===== src/rtl/dma_chan_pkg.sv =====
package dma_chan_pkg;
  typedef enum logic [1:0] {
    OP_IDLE  = 2'd0,
    OP_BLAST = 2'd1,
    OP_ABORT = 2'd2,
    OP_START = 2'd3
  } dma_op_e;

  typedef enum logic {BS_IDLE, BS_MEM} bst_e;

  localparam int REG_AW = 4;
  localparam logic [REG_AW-1:0] RI_CMD  = 4'd0;
  localparam logic [REG_AW-1:0] RI_SCNT = 4'd1;
  localparam logic [REG_AW-1:0] RI_SADR = 4'd2;
  localparam logic [REG_AW-1:0] RI_WCNT = 4'd3;
  localparam logic [REG_AW-1:0] RI_WADR = 4'd4;
  localparam logic [REG_AW-1:0] RI_STAT = 4'd5;
  localparam logic [REG_AW-1:0] RI_SDSC = 4'd6;
  localparam logic [REG_AW-1:0] RI_WDSC = 4'd7;
  localparam logic [REG_AW-1:0] RI_BCTL = 4'd8;

  localparam int ST_W    = 6;
  localparam int ST_DONE = 3;
  localparam int ST_SINT = 4;
  localparam int ST_BLST = 5;
  localparam logic [ST_W-1:0] ST_CLR_EVT = 6'b001110; // error, abort, done

  localparam int CB_DONE_IE = 6;
  localparam int CB_DIR     = 7;
endpackage


===== src/rtl/dma_stat_unit.sv =====
module dma_stat_unit
  import dma_chan_pkg::*;
(
  input  logic            clk_i,
  input  logic            rst_ni,
  input  logic            core_irq_i,
  input  logic            start_i,
  input  logic            blast_i,
  input  logic            rd_clr_i,
  input  logic            wr_clr_i,
  input  logic [ST_W-1:0] wr_mask_i,
  input  logic            run_op_i,
  input  logic            wcnt_zero_i,
  input  logic            done_ie_i,
  output logic [ST_W-1:0] stat_o,
  output logic            irq_o
);
  logic            irq_q;
  logic            rise, fall, done_set;
  logic [ST_W-1:0] clr, set, stat_q;

  assign rise     = core_irq_i & ~irq_q;
  assign fall     = ~core_irq_i & irq_q;
  assign done_set = rise & run_op_i & wcnt_zero_i;

  always_comb begin
    clr = '0;
    if (start_i)  clr = '1;
    if (fall)     clr[ST_SINT] = 1'b1;
    if (rd_clr_i) clr = clr | ST_CLR_EVT;
    if (wr_clr_i) clr = clr | (wr_mask_i & ST_CLR_EVT);
    set = '0;
    set[ST_SINT] = rise;
    set[ST_DONE] = done_set;
    set[ST_BLST] = blast_i;
  end

  always_ff @(posedge clk_i or negedge rst_ni) begin
    if (!rst_ni) begin
      stat_q <= '0;
      irq_q  <= 1'b0;
    end else begin
      stat_q <= (stat_q & ~clr) | set;
      irq_q  <= core_irq_i;
    end
  end

  assign stat_o = stat_q;
  assign irq_o  = stat_q[ST_SINT] | (stat_q[ST_DONE] & done_ie_i);

  a_r8_fall_clears_sint: assert property (@(posedge clk_i) disable iff (!rst_ni)
    (irq_q && !core_irq_i) |=> !stat_q[ST_SINT]);
  a_r8_rise_sets_sint: assert property (@(posedge clk_i) disable iff (!rst_ni)
    (!irq_q && core_irq_i) |=> stat_q[ST_SINT]);
  a_r6_read_clears: assert property (@(posedge clk_i) disable iff (!rst_ni)
    (rd_clr_i && !done_set) |=> (stat_q[3:1] == 3'b000));
  a_r7_keep_unwritten_done: assert property (@(posedge clk_i) disable iff (!rst_ni)
    (wr_clr_i && !wr_mask_i[ST_DONE] && !start_i && stat_q[ST_DONE]) |=> stat_q[ST_DONE]);
endmodule


===== src/rtl/dma_burst_eng.sv =====
module dma_burst_eng
  import dma_chan_pkg::*;
#(
  parameter int DW = 32,
  parameter int LW = 16
) (
  input  logic          clk_i,
  input  logic          rst_ni,
  input  logic          en_i,
  input  logic          dir_cfg_i,
  input  logic [DW-1:0] wcnt_i,
  input  logic [DW-1:0] wadr_i,
  input  logic          req_i,
  input  logic          dir_i,
  input  logic [LW-1:0] len_i,
  input  logic          mem_gnt_i,
  output logic          done_o,
  output logic [LW-1:0] xfer_o,
  output logic          take_o,
  output logic          mem_req_o,
  output logic [DW-1:0] mem_adr_o,
  output logic [LW-1:0] mem_len_o,
  output logic          mem_wr_o
);
  bst_e          st_q, st_d;
  logic [LW-1:0] clip, len_q;
  logic [DW-1:0] adr_q;
  logic          wr_q;

  assign clip = (wcnt_i < DW'(len_i)) ? wcnt_i[LW-1:0] : len_i;

  always_comb begin
    st_d   = st_q;
    done_o = 1'b0;
    xfer_o = '0;
    take_o = 1'b0;
    case (st_q)
      BS_IDLE: begin
        if (req_i && en_i) begin
          if (dir_i != dir_cfg_i || clip == '0) done_o = 1'b1;
          else st_d = BS_MEM;
        end
      end
      BS_MEM: begin
        if (mem_gnt_i) begin
          done_o = 1'b1;
          xfer_o = len_q;
          take_o = 1'b1;
          st_d   = BS_IDLE;
        end
      end
      default: st_d = BS_IDLE;
    endcase
  end

  always_ff @(posedge clk_i or negedge rst_ni) begin
    if (!rst_ni) begin
      st_q  <= BS_IDLE;
      len_q <= '0;
      adr_q <= '0;
      wr_q  <= 1'b0;
    end else begin
      st_q <= st_d;
      if (st_q == BS_IDLE && st_d == BS_MEM) begin
        len_q <= clip;
        adr_q <= wadr_i;
        wr_q  <= dir_cfg_i;
      end
    end
  end

  assign mem_req_o = (st_q == BS_MEM);
  assign mem_adr_o = adr_q;
  assign mem_len_o = len_q;
  assign mem_wr_o  = wr_q;

  a_r10_hold_stable: assert property (@(posedge clk_i) disable iff (!rst_ni)
    (mem_req_o && !mem_gnt_i) |=> (mem_req_o && $stable(mem_adr_o) && $stable(mem_len_o)));
  a_r12_no_req_disabled: assert property (@(posedge clk_i) disable iff (!rst_ni)
    (st_q == BS_IDLE && !en_i) |=> !mem_req_o);
  a_r11_drop_mismatch: assert property (@(posedge clk_i) disable iff (!rst_ni)
    (st_q == BS_IDLE && req_i && en_i && dir_i != dir_cfg_i) |=> !mem_req_o);
  a_r13_nonzero_len: assert property (@(posedge clk_i) disable iff (!rst_ni)
    mem_req_o |-> (mem_len_o != '0));
endmodule


===== src/rtl/dma_chan_ctrl.sv =====
module dma_chan_ctrl
  import dma_chan_pkg::*;
#(
  parameter int DW       = 32,
  parameter int LW       = 16,
  parameter int MODE_BIT = 24
) (
  input  logic              clk_i,
  input  logic              rst_ni,
  input  logic              reg_wr_i,
  input  logic              reg_rd_i,
  input  logic [REG_AW-1:0] reg_addr_i,
  input  logic [DW-1:0]     reg_wdata_i,
  output logic [DW-1:0]     reg_rdata_o,
  input  logic              core_irq_i,
  output logic              core_dma_en_o,
  output logic              core_cancel_o,
  input  logic              brst_req_i,
  input  logic              brst_dir_i,
  input  logic [LW-1:0]     brst_len_i,
  output logic              brst_done_o,
  output logic [LW-1:0]     brst_xfer_o,
  output logic              mem_req_o,
  input  logic              mem_gnt_i,
  output logic [DW-1:0]     mem_adr_o,
  output logic [LW-1:0]     mem_len_o,
  output logic              mem_wr_o,
  output logic              irq_o
);
  localparam logic [DW-1:0] WADR_RST = '1;
  localparam logic [DW-1:0] WDSC_RST = ~DW'(2);

  logic [DW-1:0]   cmd_q, scnt_q, sadr_q, wcnt_q, wadr_q, sdsc_q, wdsc_q, bctl_q;
  logic            en_q, cancel_q;
  logic            wr_cmd, start_w, idle_w, blast_w, abort_w;
  logic            clr_mode, rd_clr, wr_clr, take;
  logic [ST_W-1:0] stat;
  dma_op_e         op;

  assign op       = dma_op_e'(reg_wdata_i[1:0]);
  assign wr_cmd   = reg_wr_i && (reg_addr_i == RI_CMD);
  assign start_w  = wr_cmd && (op == OP_START);
  assign idle_w   = wr_cmd && (op == OP_IDLE);
  assign blast_w  = wr_cmd && (op == OP_BLAST);
  assign abort_w  = wr_cmd && (op == OP_ABORT);
  assign clr_mode = bctl_q[MODE_BIT];
  assign rd_clr   = reg_rd_i && (reg_addr_i == RI_STAT) && !clr_mode;
  assign wr_clr   = reg_wr_i && (reg_addr_i == RI_STAT) && clr_mode;

  always_ff @(posedge clk_i or negedge rst_ni) begin
    if (!rst_ni) begin
      cmd_q    <= '0;
      scnt_q   <= '0;
      sadr_q   <= '0;
      wcnt_q   <= '0;
      wadr_q   <= WADR_RST;
      sdsc_q   <= '0;
      wdsc_q   <= WDSC_RST;
      bctl_q   <= '0;
      en_q     <= 1'b0;
      cancel_q <= 1'b0;
    end else begin
      if (reg_wr_i) begin
        case (reg_addr_i)
          RI_CMD:  cmd_q  <= reg_wdata_i;
          RI_SCNT: scnt_q <= reg_wdata_i;
          RI_SADR: sadr_q <= reg_wdata_i;
          RI_SDSC: sdsc_q <= reg_wdata_i;
          RI_BCTL: bctl_q <= reg_wdata_i;
          default: ;
        endcase
      end
      if (start_w) begin
        wcnt_q <= scnt_q;
        wadr_q <= sadr_q;
        wdsc_q <= sdsc_q;
      end else if (take) begin
        wcnt_q <= wcnt_q - DW'(brst_xfer_o);
        wadr_q <= wadr_q + DW'(brst_xfer_o);
      end
      if (start_w)     en_q <= 1'b1;
      else if (idle_w) en_q <= 1'b0;
      cancel_q <= abort_w;
    end
  end

  always_comb begin
    case (reg_addr_i)
      RI_CMD:  reg_rdata_o = cmd_q;
      RI_SCNT: reg_rdata_o = scnt_q;
      RI_SADR: reg_rdata_o = sadr_q;
      RI_WCNT: reg_rdata_o = wcnt_q;
      RI_WADR: reg_rdata_o = wadr_q;
      RI_STAT: reg_rdata_o = DW'(stat);
      RI_SDSC: reg_rdata_o = sdsc_q;
      RI_WDSC: reg_rdata_o = wdsc_q;
      RI_BCTL: reg_rdata_o = bctl_q;
      default: reg_rdata_o = '0;
    endcase
  end

  dma_stat_unit u_stat (
    .clk_i       (clk_i),
    .rst_ni      (rst_ni),
    .core_irq_i  (core_irq_i),
    .start_i     (start_w),
    .blast_i     (blast_w),
    .rd_clr_i    (rd_clr),
    .wr_clr_i    (wr_clr),
    .wr_mask_i   (reg_wdata_i[ST_W-1:0]),
    .run_op_i    (cmd_q[1:0] == OP_START),
    .wcnt_zero_i (wcnt_q == '0),
    .done_ie_i   (cmd_q[CB_DONE_IE]),
    .stat_o      (stat),
    .irq_o       (irq_o)
  );

  dma_burst_eng #(.DW(DW), .LW(LW)) u_brst (
    .clk_i     (clk_i),
    .rst_ni    (rst_ni),
    .en_i      (en_q),
    .dir_cfg_i (cmd_q[CB_DIR]),
    .wcnt_i    (wcnt_q),
    .wadr_i    (wadr_q),
    .req_i     (brst_req_i),
    .dir_i     (brst_dir_i),
    .len_i     (brst_len_i),
    .mem_gnt_i (mem_gnt_i),
    .done_o    (brst_done_o),
    .xfer_o    (brst_xfer_o),
    .take_o    (take),
    .mem_req_o (mem_req_o),
    .mem_adr_o (mem_adr_o),
    .mem_len_o (mem_len_o),
    .mem_wr_o  (mem_wr_o)
  );

  assign core_dma_en_o = en_q;
  assign core_cancel_o = cancel_q;

  a_r4_start_loads: assert property (@(posedge clk_i) disable iff (!rst_ni)
    start_w |=> (wcnt_q == $past(scnt_q) && wadr_q == $past(sadr_q)
                 && wdsc_q == $past(sdsc_q) && core_dma_en_o));
  a_r3_idle_disables: assert property (@(posedge clk_i) disable iff (!rst_ni)
    idle_w |=> !core_dma_en_o);
  a_r2_wcnt_readonly: assert property (@(posedge clk_i) disable iff (!rst_ni)
    (reg_wr_i && reg_addr_i == RI_WCNT && !take) |=> $stable(wcnt_q));
  a_r10_count_drops: assert property (@(posedge clk_i) disable iff (!rst_ni)
    (take && !start_w) |=> (wcnt_q == $past(wcnt_q) - DW'($past(brst_xfer_o))));
endmodule


===== config.mk =====
export PLATFORM = sky130hd
export DESIGN_NAME = dma_chan_ctrl
export DESIGN_NICKNAME = d
export VERILOG_FILES = /design/src/rtl/dma_chan_pkg.sv /design/src/rtl/dma_stat_unit.sv /design/src/rtl/dma_burst_eng.sv /design/src/rtl/dma_chan_ctrl.sv
export SDC_FILE = /design/constraint.sdc
export NUM_CORES = 1
export LEC_CHECK = 0
export BUFFER_PORTS_ARGS = -buffer_cell sky130_fd_sc_hd__buf_2
export CORE_MARGIN = 5
export CORE_UTILIZATION = 35
export DETAILED_ROUTE_END_ITERATION = 12
export HOLD_SLACK_MARGIN = 0.1
export MAX_ROUTING_LAYER = met4
export SETUP_SLACK_MARGIN = 0.3
export SLEW_MARGIN = 20
export SYNTH_ARGS = -nofsm -noshare
export SYNTH_HDL_FRONTEND = slang
export SYNTH_SLANG_ARGS = --single-unit

===== constraint.sdc =====
create_clock -name clk_i -period 4.9 [get_ports clk_i]
set_input_delay 0.735 -clock clk_i [delete_from_list [all_inputs] [get_ports clk_i]]
set_output_delay 0.735 -clock clk_i [all_outputs]
set_load 0.01 [all_outputs]

=== Yosys cells after proc, flatten, opt, wreduce, memory -nomap -nowiden ===
Cells that the tools add are included.

* Add/sub/neg operators: 2
* Order comparisons: 1
* Eq/ne operators: 13
* Multiplexer cells: 23
* Bitwise gates (word level): 13
* Reduce and logical (&&, ||, !) cells: 24

{| class="wikitable"
|+ Operators with widths
! kind !! count
|-
| 32-bit one-hot mux with 9 select lines || 1
|-
| 32-bit 2-to-1 mux || 4
|-
| 16-bit 2-to-1 mux || 3
|-
| 32-bit by 16-bit adder with 32-bit output || 1
|-
| 32-bit logical NOT || 1
|-
| 32-bit by 16-bit < comparator with 1-bit output || 1
|-
| 32-bit by 16-bit subtractor with 32-bit output || 1
|-
| 4-bit by 3-bit == test with 1-bit output (second input constant) || 4
|-
| 16-bit logical NOT || 1
|-
| 6-bit 2-to-1 mux || 2
|-
| 1-bit logical AND || 11
|-
| 1-bit 2-to-1 mux || 10
|-
| 2-bit AND reduction || 5
|-
| 4-bit by 2-bit == test with 1-bit output (second input constant) || 2
|-
| 6-bit AND || 1
|-
| 2-bit == test (second input constant) || 3
|-
| 6-bit inverter || 1
|-
| 6-bit by 4-bit OR with 6-bit output || 1
|-
| 6-bit OR || 1
|-
| 1-bit AND || 5
|-
| 4-bit by 1-bit == test with 1-bit output (second input constant) || 1
|-
| 4-bit == test (second input constant) || 1
|-
| 4-bit logical NOT || 1
|-
| 4-bit 2-to-1 mux || 1
|-
| 9 further kinds || 13
|}

* Bits in registers: 315
* Input bits: 60
* Output and inout port bits: 102
* Logic and storage cells: 92

=== Longest topological paths before layout ===
* Depth after elaboration: 10
* Mapped depth: 15
* Depth with buffers taken out: 11

=== Cells and area by module ===
From an unflattened synthesis, not the netlist that was laid out.

* Cell total of the unflattened synthesis: 2050
* Area total of the unflattened synthesis: 18829.3 µm²

{| class="wikitable"
|+ Modules (own cells, without submodules)
! module !! instances !! cells each !! area an instance (µm²) !! seq. area each (µm²)
|-
| dma_chan_ctrl || 1 || 1437 || 13990.9 || 6535.0
|-
| dma_burst_eng || 1 || 591 || 4568.1 || 1251.2
|-
| dma_stat_unit || 1 || 22 || 270.3 || 175.2
|}

=== Least setup slack after synthesis ===
No wires, ideal clock.

* Path type: input to register
* From: in mem_gnt_i
* To: reg wadr_q[30]
* Library setup time: 0.077 ns
* Arrival time: 4.299 ns
* Data required time: 4.823 ns
* Setup slack: 0.524 ns
* Stages on the path: 14
* Path buffers: 4
* Cells stage by stage: and2_1 -> clkbuf_1 -> clkbuf_1 -> buf_1 -> nand2_1 -> fa_1 -> nor2b_1 -> o21a_1 -> o21ai_0 -> a2111oi_1 -> o21ai_0 -> clkbuf_1 -> or4_1 -> a31oi_1

* Word-level cells in the longest chain between the ends: 5
* Elaborated cells on any way between the ends: 8
* Classes of those cells: add/sub: 1; mux: 6; reduce/logical: 1

{| class="wikitable"
|+ RTL lines
! what !! line !! text
|-
| start, declared || dma_chan_ctrl.sv:24 || <nowiki>input logic mem_gnt_i,</nowiki>
|-
| 16-bit 2-to-1 mux || dma_burst_eng.sv:45 || <nowiki>if (mem_gnt_i) begin</nowiki>
|-
| 16-bit 2-to-1 mux || dma_burst_eng.sv:37 || <nowiki>case (st_q)</nowiki>
|-
| 32-bit by 16-bit adder with 32-bit output || dma_chan_ctrl.sv:79 || <nowiki>wadr_q <= wadr_q + DW'(brst_xfer_o);</nowiki>
|-
| 32-bit 2-to-1 mux || dma_chan_ctrl.sv:77 || <nowiki>end else if (take) begin</nowiki>
|-
| 32-bit 2-to-1 mux || dma_chan_ctrl.sv:73 || <nowiki>if (start_w) begin</nowiki>
|-
| end signal, assigned || dma_chan_ctrl.sv:75 || <nowiki>wadr_q <= sadr_q;</nowiki>
|-
| end signal, assigned || dma_chan_ctrl.sv:79 ||
|-
| end, declared || dma_chan_ctrl.sv:33 || <nowiki>logic [DW-1:0] cmd_q, scnt_q, sadr_q, wcnt_q, wadr_q, sdsc_q, wdsc_q, bctl_q;</nowiki>
|}

Parallel ways exist; a longest one is shown, timed or not. The select of a mux whose other input is x is not followed.
A chain may end at the register's enable or synchronous reset.

=== Final worst setup path ===
* From: reg u_brst.st_q, in the netlist u_brst.mem_req_o
* To: reg wadr_q[30]

* Word-level cells in the longest chain between the ends: 4
* Elaborated cells on any way between the ends: 6
* Classes of those cells: add/sub: 1; mux: 4; reduce/logical: 1

{| class="wikitable"
|+ RTL lines
! what !! line !! text
|-
| start, declared || dma_burst_eng.sv:25 || <nowiki>bst_e st_q, st_d;</nowiki>
|-
| start signal, assigned || dma_burst_eng.sv:63 || <nowiki>st_q <= st_d;</nowiki>
|-
| 16-bit 2-to-1 mux || dma_burst_eng.sv:37 ||
|-
| 32-bit by 16-bit adder with 32-bit output || dma_chan_ctrl.sv:79 ||
|-
| 32-bit 2-to-1 mux || dma_chan_ctrl.sv:77 ||
|-
| 32-bit 2-to-1 mux || dma_chan_ctrl.sv:73 ||
|}

Parallel ways exist; a longest one is shown, timed or not. The select of a mux whose other input is x is not followed.

==> results.ini <==
[logic_synthesis]
ys_warn_count=0
synth-adder-area-share_pct=3.80
dominantRegCellSynth=dfrtp_1
ys_async_sr_fraction_pct=100
synth_top_family_by_area=multiplexers
syn_nets=1682
synthSimpleGateAreaFrac_pct=11.9
yosys_register_bits=315
synth.avg_cell_area_um2=10.5
synth_compound_area_share_pct=14.6
synth_edf_count=0
ys_seq_area_share_pct=48.1
synth-xor-area-share_pct=1.91
syn_inst=1573
synth_cell_types=59
syn_area_um2=16500
synthMuxAreaShare_pct=16.6

[route]
drc=0
wl_per_cell_um=23.5
drtIter0Drc=1332
routed_wl_mm=55.5
viasPerCell=5.67
postRouteAntennaNets=0
num_vias=13400
dr.pass1.iters=5

[clocking]
cts_buffers=36
insertion_delay_ns=0.53
clk_pin_slew_worst_paths_ns=0.06
cts_tree=yes
cts_resized=0
clock_path_buffers=3
htreeDepth=2
post_cts_buffers=0
cts.sinks=315
postCtsHoldBufs=0
cts_root_buf=clkbuf_16

[global_routing]
antenna_found_initial=4
grt_max_degree=101
grt_pass1_wl_mm=85.0
gr-total-overflow=0
first_global_vias=13400
grt_use_total_pct=21.8

[critical_path]
required_ns=5.35
critPathSlowestCell=and2_1
cp.depth=12
path_cells=and2_1, nand2_1, fa_1, nor2b_1, o21a_1, o21ai_0, a2111oi_1, buf_4, o21ai_0, buf_4, or4_1, a31oi_1
reg2regPathDepth=12
endpoint_kind=register
criticalPathCategory=register to register
path_delay_family=simple AND/OR/NAND/NOR gates
cp.arrival_ns=4.64
crit_path_max_incr_delay_ns=0.59
worstPathMaxFanout=16
path_buf_inv=2
worstSetupStartpointType=register

[timing]
setup_violations=0
max_freq_mhz=239
rsz0062_at_grt=false
hold_viol_final=0
fin_skew_ns=0.0143
drv_slew=0
worstMarginPinSlew_ns=1.07
period_minus_slack_ns=4.19
slew_headroom_pct=28.2
fin_tns_setup_ns=0
finalCritPeriodShare_pct=85.5
finalWorstSetupSlack_ns=0.709
hold_slack_ns=0.233

[power]
power.share.clock_pct=25.7
power.switching_uw=3620
p_leak_uw=0.00875
power_frac_comb_pct=31.4
ir_drop_uv=217
power_frac_seq_pct=42.9
p_per_area_nw_per_um2=515
intPower_uw=6300
swShare_pct=36.5

[final_layout]
drive_above_1_share_pct=32.5
layout-area-overhead-vs-synth_pct=16.6
final_cells=2362
final_nets=1835

[placement]
place_inst=2295
numPortBuffers=161
gp_congestion=0.922
dp_slack_ns=0.471
place_hpwl_mm=40.0

[die]
coreArea_um2=46700
fp.dieW_um=227
design.die.area_um2=51700
num_rows=79
pin_count=162
start_util_pct=35.5
die_h_um=227

[job]
maxCapViolCount=0

[hold_path]
worstHoldPathType=input port to async pin

[run_status]
status=complete, no violations

[registers in the layout, indices dropped and copies added (netlist names)]
register,count
u_brst.mem_wr_o,1
u_stat.irq_q,1
u_stat.stat_o,6
wadr_q,32
u_brst.mem_len_o,16
sadr_q,32
bctl_q,32
u_brst.mem_req_o,1
cmd_q,32
wcnt_q,32
core_dma_en_o,1
sdsc_q,32
core_cancel_o,1
wdsc_q,32
scnt_q,32
u_brst.mem_adr_o,32
[final cells by class]
cell class | count | area [um^2]
Inverter | 42 | 158
Multi-Input combinational cell | 1128 | 8110
Tap cell | 607 | 759
Fill cell | 4541 | 27400
Clock inverter | 5 | 40.0
Timing Repair Buffer | 203 | 1190
Antenna cell | 4 | 10.0
Sequential cell | 315 | 7960
Clock buffer | 58 | 1050
[power groups by stage]
stage          combinational, uW  sequential, uW  clock (uW)
3_5_place_dp                3080            4270           0
3_3_place_gp                3030            4250           0
6_report                    3120            4260        2550
2_1_floorplan               2030            3970           0
4_1_cts                     3100            4230        2600
5_1_grt                     3440            4340        2700
[worst paths after layout]
| path | to | from | slack, ns |
|---|---|---|---|
| worst max-delay path | wadr_q[30] | u_brst.mem_req_o | 0.71 |
| worst min-delay path | bctl_q[2] | rst_ni | 0.23 |
| worst max register to register | wadr_q[30] | u_brst.mem_req_o | 0.71 |
| worst min register to register | u_stat.stat_o[4] | u_stat.irq_q | 0.45 |
| max in group asynchronous | u_brst.mem_adr_o[25] | rst_ni | 3.43 |
| min in group clk_i | u_stat.irq_q | core_irq_i | 0.32 |
[cells by family (layout without fill, tap and decap cells)]
| kind of cell | after synthesis | after routing |
|---|---|---|
| other cells | 0 | 4 |
| xor+xnor | 36 | 36 |
| flops | 315 | 315 |
| fa+ha+maj | 49 | 49 |
| simple gates | 435 | 435 |
| mux | 241 | 241 |
| compound gates | 367 | 367 |
| buf+inv | 130 | 308 |
[cells in the mapped netlist (12+ instances only)]
master | n | share of area [%]
dfrtp_1 | 252 | 38
mux2_2 | 229 | 16
nand2_1 | 221 | 5.0
o21ai_0 | 80 | 2.4
a21oi_1 | 79 | 2.4
nor2_1 | 76 | 1.7
a22oi_1 | 70 | 3.2
dfstp_2 | 63 | 10
clkbuf_1 | 61 | 1.4
ha_1 | 47 | 3.6
inv_1 | 42 | 0.95
a31oi_1 | 25 | 0.95
buf_1 | 21 | 0.48
nand3_1 | 20 | 0.60
and3_1 | 19 | 0.72
xnor2_1 | 19 | 1.0
nor3_1 | 17 | 0.51
xor2_1 | 17 | 0.90
a221oi_1 | 14 | 0.74
a22o_1 | 13 | 0.69
o31ai_1 | 13 | 0.59
or4_1 | 13 | 0.59
a21o_1 | 12 | 0.54
nand4_1 | 12 | 0.45
nor4_1 | 12 | 0.45
[cells in the final DEF (no fill, tap or decap), types with 11 or more instances in the layout]
cell       instances
dfstp_2           63
ha_1              47
and3_1            19
a22o_1            13
clkbuf_1          15
nand4_1           12
dfrtp_1          252
o31ai_1           13
buf_4             37
or4_1             13
nand2_1          221
clkbuf_16         36
buf_2            160
a22oi_1           70
a21oi_1           79
xor2_1            17
a21o_1            12
nor4_1            11
nand3_1           20
a221oi_1          14
nor3_1            15
xnor2_1           19
o21ai_0           80
a211oi_1          11
inv_1             42
mux2_2           229
nor2_1            72
a31oi_1           25
[layer usage]
metal / global-route usage [%] / share of wire (%)
met1: 31.9 / 47
met2: 31.5 / 43
met3: 4.09 / 7.1
met4: 5.44 / 2.3
met5: - / 0
[per-stage QoR]
step / power (uW) / cell area [um^2] / util (%)
after floorplan: 6000 / 16500 / -
after global placement: 7280 / 18200 / 39.0
after detailed placement: 7350 / 18200 / 39.0
after CTS: 9940 / 19300 / 41.3
after global routing: 10500 / 19300 / 41.3
final: 9930 / 19300 / 41.3
Note: power is estimated with default switching activity, not from simulation.
